--- src/rtl/join_adder_pkg.sv ---
// Package: shared widths and slot indices for the two-channel join adder.
package join_adder_pkg;
    localparam int unsigned DATA_W  = 32;
    localparam int unsigned N_PORTS = 2;
    localparam int unsigned IDX_A   = 0;
    localparam int unsigned IDX_B   = 1;
endpackage

--- src/rtl/operand_slot.sv ---
// Operand slot: a one-entry holding register with an occupancy flag.
// Loads in_msg only on a completed handshake (in_vld & in_rdy); ready is the
// inverse of occupancy. Empties when drain is high. Assumes drain is raised
// only while the slot is occupied.
module operand_slot #(
    parameter int unsigned W = 32
) (
    input  logic         clk,
    input  logic         rst_n,
    input  logic [W-1:0] in_msg,
    input  logic         in_vld,
    output logic         in_rdy,
    input  logic         drain,
    output logic         held,
    output logic [W-1:0] held_msg
);
    logic         full_q;
    logic [W-1:0] data_q;
    logic         take;

    // Handshake detection: ready only while empty.
    always_comb begin
        in_rdy = ~full_q;
        take   = in_vld & in_rdy;
    end

    // Occupancy flag: set on a taken operand, cleared on drain or reset.
    always_ff @(posedge clk) begin
        if (!rst_n)     full_q <= 1'b0;
        else if (drain) full_q <= 1'b0;
        else if (take)  full_q <= 1'b1;
    end

    // Data register: loads only on a taken operand, otherwise holds.
    always_ff @(posedge clk) begin
        if (take) data_q <= in_msg;
    end

    assign held     = full_q;
    assign held_msg = data_q;

    // a completed handshake fills the slot with that cycle's message.
    p_capture_r2: assert property (@(posedge clk) disable iff (!rst_n)
        (in_vld && in_rdy && !drain) |=> (full_q && data_q == $past(in_msg)));

    // an occupied slot keeps its value until drained.
    p_hold_r3: assert property (@(posedge clk) disable iff (!rst_n)
        (full_q && !drain) |=> (full_q && $stable(data_q)));

    // with no valid, an empty slot stays empty.
    p_idle_r8: assert property (@(posedge clk) disable iff (!rst_n)
        (!full_q && !in_vld) |=> !full_q);
endmodule

--- src/rtl/sum_unit.sv ---
// Sum unit: wrapping adder of two W-bit operands, result modulo 2^W.
// Purely combinational; assumes operands are stable while they are used.
module sum_unit #(
    parameter int unsigned W = 32
) (
    input  logic [W-1:0] op_x,
    input  logic [W-1:0] op_y,
    output logic [W-1:0] total
);
    // Modular addition: carry out of the top bit is discarded.
    always_comb begin
        total = op_x + op_y;
    end
endmodule

--- src/rtl/join_adder.sv ---
// Two-channel join adder: collects one operand per input channel into
// independent slots and presents their wrapping sum once both are held.
// Both slots empty on the output handshake. Assumes a receiver that obeys
// valid/ready (data taken when s_vld & s_rdy).
module join_adder
    import join_adder_pkg::*;
#(
    parameter int unsigned W = DATA_W
) (
    input  logic         clk,
    input  logic         rst_n,
    input  logic [W-1:0] a_msg,
    input  logic         a_vld,
    output logic         a_rdy,
    input  logic [W-1:0] b_msg,
    input  logic         b_vld,
    output logic         b_rdy,
    output logic [W-1:0] s_msg,
    output logic         s_vld,
    input  logic         s_rdy
);
    logic [W-1:0] port_msg  [N_PORTS];
    logic         port_vld  [N_PORTS];
    logic         port_rdy  [N_PORTS];
    logic         port_held [N_PORTS];
    logic [W-1:0] port_data [N_PORTS];
    logic         both_held;
    logic         release_now;

    // Input mapping: gather the two channels into indexed arrays.
    always_comb begin
        port_msg[IDX_A] = a_msg;
        port_vld[IDX_A] = a_vld;
        port_msg[IDX_B] = b_msg;
        port_vld[IDX_B] = b_vld;
    end

    for (genvar i = 0; i < N_PORTS; i++) begin : g_slot
        operand_slot #(.W(W)) u_slot (
            .clk      (clk),
            .rst_n    (rst_n),
            .in_msg   (port_msg[i]),
            .in_vld   (port_vld[i]),
            .in_rdy   (port_rdy[i]),
            .drain    (release_now),
            .held     (port_held[i]),
            .held_msg (port_data[i])
        );
    end

    // Join condition and output handshake.
    always_comb begin
        both_held   = port_held[IDX_A] & port_held[IDX_B];
        release_now = both_held & s_rdy;
    end

    sum_unit #(.W(W)) u_sum (
        .op_x  (port_data[IDX_A]),
        .op_y  (port_data[IDX_B]),
        .total (s_msg)
    );

    assign s_vld = both_held;
    assign a_rdy = port_rdy[IDX_A];
    assign b_rdy = port_rdy[IDX_B];

    // a valid sum implies neither input is accepting.
    p_join_r4: assert property (@(posedge clk) disable iff (!rst_n)
        s_vld |-> (!a_rdy && !b_rdy));

    // a stalled sum stays valid and unchanged.
    p_stall_r6: assert property (@(posedge clk) disable iff (!rst_n)
        (s_vld && !s_rdy) |=> (s_vld && $stable(s_msg)));

    // the output handshake empties both slots together.
    p_release_r7: assert property (@(posedge clk) disable iff (!rst_n)
        (s_vld && s_rdy) |=> (a_rdy && b_rdy && !s_vld));
endmodule

--- config.mk ---
export PLATFORM = sky130hd
export DESIGN_NAME = join_adder
export DESIGN_NICKNAME = d
export VERILOG_FILES = /design/src/rtl/join_adder_pkg.sv /design/src/rtl/operand_slot.sv /design/src/rtl/sum_unit.sv /design/src/rtl/join_adder.sv
export SDC_FILE = /design/constraint.sdc
export NUM_CORES = 1
export LEC_CHECK = 0
export ABC_AREA = 1
export BUFFER_PORTS_ARGS = -buffer_cell sky130_fd_sc_hd__buf_2
export CORE_AREA = 10 10 101 112
export CTS_CLUSTER_SIZE = 16
export DETAILED_ROUTE_END_ITERATION = 10
export DIE_AREA = 0 0 111 122
export PLACE_DENSITY = 0.73
export SLEW_MARGIN = 40
export SYNTH_ARGS = -nofsm -noshare
export SYNTH_HDL_FRONTEND = slang
export SYNTH_HIERARCHICAL = 1
export SYNTH_SLANG_ARGS = --single-unit
export TNS_END_PERCENT = 30
--- constraint.sdc ---
create_clock -name clk -period 2.6 [get_ports clk]
set_clock_uncertainty 0.2 [all_clocks]
set_input_delay 0.13 -clock clk [delete_from_list [all_inputs] [get_ports clk]]
set_output_delay 0.13 -clock clk [all_outputs]
set_load 0.005 [all_outputs]
# ---- Yosys cells after proc, flatten, opt, wreduce, memory -nomap -nowiden
# Cells that the tools add are included.
# W data, S select, Z words.
dict set report op_classes {
  n_reduce_logical 1
  bitwise 7
  add_sub_neg 1
}
# cell n
set op_table {}
lappend op_table {{$add A32 B32 Y32} 1}
lappend op_table {{$and A1 B1 Y1} 4}
lappend op_table {{$not A1 Y1} 3}
lappend op_table {{$reduce_or A2 Y1} 1}
dict set report word_totals {
  input_bits 69
  register_bits 66
  elab_cells 13
  out_inout_bits 35
}

# ---- Depth between registers and ports, before layout
dict set report logic_depth {
  word_depth 3
  mapped_depth 12
  mapped_depth_nobuf 12
}

# ---- Cells and area by module
# The synthesis kept the hierarchy.
# mod cells_each instances seq_area_each_um2 area_per_inst_um2
set modules_own_cells {}
lappend modules_own_cells {sum_unit 494 1 0.0 2384.8}
lappend modules_own_cells {operand_slot 40 2 980.9 1007.2}
lappend modules_own_cells {join_adder 4 1 0.0 17.5}

# ---- Least setup slack after synthesis
# OpenSTA, ideal clock, no wires.
dict set report synth_timing {
  path_kind {register to register}
  start {register g_slot[1].u_slot.full_q}
  end {register g_slot[1].u_slot.data_q[0] (enable)}
  path_stages_with_launch 2
  period_less_slack_ps 2312
  setup_ps 422
  required_ps 1978
  arrival_time_ps 1691
  slack_ps 288
  cell_sequence {dfxtp_1 -> nor2_1}
}
dict set report synth_between {
  elab_chain_len 2
}
# element line_no
set synth_lines {}
lappend synth_lines {{from (decl)} operand_slot.sv:17} ;# logic full_q;
lappend synth_lines {{from (signal assigned)} operand_slot.sv:29} ;# if (!rst_n) full_q <= 1'b0;
lappend synth_lines {{from (signal assigned)} operand_slot.sv:30} ;# else if (drain) full_q <= 1'b0;
lappend synth_lines {{from (signal assigned)} operand_slot.sv:31} ;# else if (take) full_q <= 1'b1;
lappend synth_lines {{$not A1 Y1} operand_slot.sv:23} ;# in_rdy = ~full_q;
lappend synth_lines {{$and A1 B1 Y1} operand_slot.sv:24} ;# take = in_vld & in_rdy;
lappend synth_lines {{net g_slot[1].u_slot.take} operand_slot.sv:19} ;# logic take;
lappend synth_lines {{to (signal assigned)} operand_slot.sv:36} ;# if (take) data_q <= in_msg;
lappend synth_lines {{to (decl)} operand_slot.sv:18} ;# logic [W-1:0] data_q;
# The timed path passes the listed nets, and every way through them passes these cells.
# A chain may end at the register's enable or synchronous reset.

# ---- Worst setup path in the final report
dict set report layout_timing {
  start {register g_slot[0].u_slot.data_q[0]}
  end {output port s_msg[30]}
}
dict set report layout_between {
  elab_chain_len 1
}
# element line_no
set layout_lines {}
lappend layout_lines {{from (decl)} operand_slot.sv:18}
lappend layout_lines {{from (signal assigned)} operand_slot.sv:36}
lappend layout_lines {{$add A32 B32 Y32} sum_unit.sv:12} ;# total = op_x + op_y;
lappend layout_lines {{to (decl)} join_adder.sv:18} ;# output logic [W-1:0] s_msg,
# Every way passes these cells.

==> flow_metrics.py <==
metrics = {
    "placement": {
        "placed_cell_area_mm2": 0.00510,
        "portBuffers": 103,
        "gp_congestion": 0.866,
        "hpwl_um": 9050,
    },
    "setup_path": {
        "critPathBufInv": 2,
        "crit_family": "simple AND/OR/NAND/NOR gates",
        "path_class": "reg -> out",
        "max_stage_delay_ns": 0.40,
        "cp-end-kind": "primary output",
        "cp_max_fo": 3,
        "crit_top_cell": "nand2_1",
        "startpoint_type": "register",
        "cp_data_arrival_time_ns": 2.23,
        "cp_cell_sequence": "ha_2 > fa_2 > buf_4 > nand2_1 > nand3_2 > nand2_2 > nand2_2 > nand2_1 > nand2_1 > nand2_1 > nand2_1 > buf_2",
        "required_ns": 2.27,
        "crit_slowest_cell": "edfxtp_1",
        "critPathLaunch": "g_slot[0].u_slot/held_msg[0]$_DFFE_PP_",
        "r2r-start": "g_slot[0].u_slot/held$_SDFFE_PP0P_",
    },
    "final_layout": {
        "final_nets": 867,
        "postLayoutCoreUtil_pct": 68.5,
        "stdcell_area_mm2": 0.00625,
        "syn_to_final_growth_pct": 41.5,
        "drive_above_1_share_pct": 25.3,
        "diodes": 0,
    },
    "cts": {
        "htreeDepth": 3,
        "cts_tree": "done",
        "clock_sinks": 66,
        "worstSkewPairLatency_ns": 0.35,
        "cts-root-buf": "clkbuf_8",
        "clk_pin_slew_ns": 0.09,
        "numCtsBuffers": 9,
        "cts.path.max_buffers": 2,
    },
    "synthesis": {
        "yosys.area.top_type": "edfxtp_1",
        "synth_nets": 679,
        "synth_area_mm2": 0.00442,
        "ys_types": 22,
        "syn_avg_cell_area_um2": 7.64,
        "async_flop_share_pct": 0,
        "yosys-top-cells-area": "edfxtp_1 (44%), nand2_1 (19%), inv_1 (9.9%)",
        "synth_top_area_share_pct": 43.5,
        "yosysMostFrequentCell": "nand2_1",
        "synth_edf_count": 64,
        "synthTopCellsByCount": "nand2_1 (224), inv_1 (117), edfxtp_1 (64)",
        "ys_warn_count": 6,
        "synth-main-ff-cell": "edfxtp_1",
        "synth-seq-cells": 66,
        "syn_inst": 578,
        "synth_seq_area_share_pct": 44.4,
    },
    "power": {
        "p_per_area_mw_per_mm2": 529,
        "p_leak_nw": 3.26,
        "ir_worst_vdd_mv": 0.351,
    },
    "floorplanning": {
        "start_util_pct": 48.4,
        "die_area_mm2": 0.0135,
        "die_x_um": 111,
        "die_h_um": 122,
        "core_mm2": 0.00912,
        "io_pins": 104,
        "num_rows": 37,
    },
    "global_route": {
        "antenna_found_initial": 0,
        "grt_usage_pct": 18.6,
        "grt_first_pass_wirelength_um": 20600,
        "grt_pass1_vias": 4428,
        "gr-total-overflow": 0,
        "grt_max_degree": 33,
    },
    "timing": {
        "rsz0062_at_grt": "yes",
        "holdWs_ns": 0.272,
        "period_minus_slack_ns": 2.56,
        "hold_viol": 0,
        "slew_headroom_pct": 67.7,
        "finalSetupViolations": 0,
        "max_freq_mhz": 390,
        "final_max_slew_viol_count": 0,
        "fin_tns_setup_ns": 0,
        "period_share_pct": 98.5,
        "worst_pin_slew_ns": 0.484,
    },
    "job": {
        "max-cap-violations": 0,
    },
    "drt": {
        "wire_per_inst_um": 14.4,
        "dr.pass1.iters": 5,
        "antenna_left": 0,
        "vias_per_cell": 4.79,
        "drt-initial-drc-count": 206,
        "totalWireLength_um": 12800,
        "dr_total_vias": 4256,
        "drc": 0,
    },
    "outcome": {
        "status": "complete, no violations",
    },
    "worst_hold_path": {
        "hold_start": "a_msg[0]",
        "holdCritPathClass": "in -> reg",
    },
}
[placed cells by master (no fill, tap or decap), types with 2 or more instances in the layout]
master | Yosys | layout
a21oi_1 | 19 | 16
a21oi_2 | 1 | 4
buf_2 | 0 | 103
buf_4 | 0 | 6
bufinv_16 | 0 | 3
clkbuf_8 | 0 | 10
dfxtp_1 | 2 | 2
dlygate4sd3_1 | 0 | 68
edfxtp_1 | 64 | 64
ha_1 | 31 | 12
ha_2 | 0 | 13
ha_4 | 0 | 6
inv_1 | 117 | 117
inv_2 | 3 | 3
nand2_1 | 224 | 215
nand2_2 | 14 | 20
nand2_4 | 0 | 3
nand3_1 | 23 | 21
nand3_2 | 4 | 6
nand4_1 | 3 | 3
nor2_1 | 44 | 37
nor2_2 | 3 | 9
nor3_1 | 3 | 2
nor3_2 | 2 | 3
o21bai_1 | 2 | 2
xnor2_1 | 2 | 2
xor2_1 | 14 | 14
[final timing paths]
path	to	slack, ns	cells past startpoint
setup / recovery	s_msg[30]	0.04	12
hold / removal	g_slot[0].u_slot/held_msg[0]$_DFFE_PP_	0.27	2
setup reg to reg	g_slot[0].u_slot/held$_SDFFE_PP0P_	0.96	6
hold reg to reg	g_slot[1].u_slot/held_msg[6]$_DFFE_PP_	0.71	2
[cell families after synthesis]
logic type	count (synthesis)	synth area share, %
simple gates	321	30.1
fa+ha+maj	32	9.24
compound gates	23	2.86
xor+xnor	16	3.17
buf+inv	120	10.2
flops	66	44.4
[metal layers]
layer | up-vias | track usage, % | share of wire (%)
li1 | 2168 | - | -
met2 | 130 | 34.2 | 53
met3 | 26 | 4.28 | 5.8
met1 | 1932 | 20.7 | 39
met4 | 0 | 6.68 | 2.1
met5 | - | 0 | 0
[per-stage QoR]
| stage | worst slack [ns] | cells | total power [mW] |
|---|---|---|---|
| after detailed placement | 0.287 | 800 | 2.08 |
| after CTS | 0.0114 | 885 | 3.25 |
| final | 0.0379 | 888 | 3.30 |
| after global routing | -0.0419 | 888 | 3.49 |
| after global placement | 0.355 | 800 | 2.06 |
| after floorplan | 0.288 | 578 | 1.77 |
[cell type report]
class / instances / area [µm²]
Fill cell: 737 / 2870
Tap cell: 117 / 146
Multi-Input combinational cell: 392 / 2200
Clock inverter: 6 / 113
Timing Repair Buffer: 177 / 1240
Clock buffer: 10 / 138
Sequential cell: 66 / 1960
Inverter: 120 / 450
[timing repair]
action                                  CTS  global route
buffers inserted                          1             3
hold buffers                             68             0
resized for setup                         2            46
endpoints found under the hold margin    66             0
endpoints found under the setup margin    4            17
pin swaps                                 2             3
[state kept, by name, summed over array words and instances (netlist names)]
name	flops
g_slot.u_slot/held_msg	64
g_slot.u_slot/held	2
[power breakdown]
group          internal (mW)  switching (mW)  leakage, nW  total (mW)
sequential              1.24          0.0291        0.627        1.27
clock                  0.667           0.431        0.127        1.10
combinational          0.407           0.529         2.50       0.936
total                   2.32           0.989         3.26        3.30
Note: power is estimated with default switching activity, not from simulation.
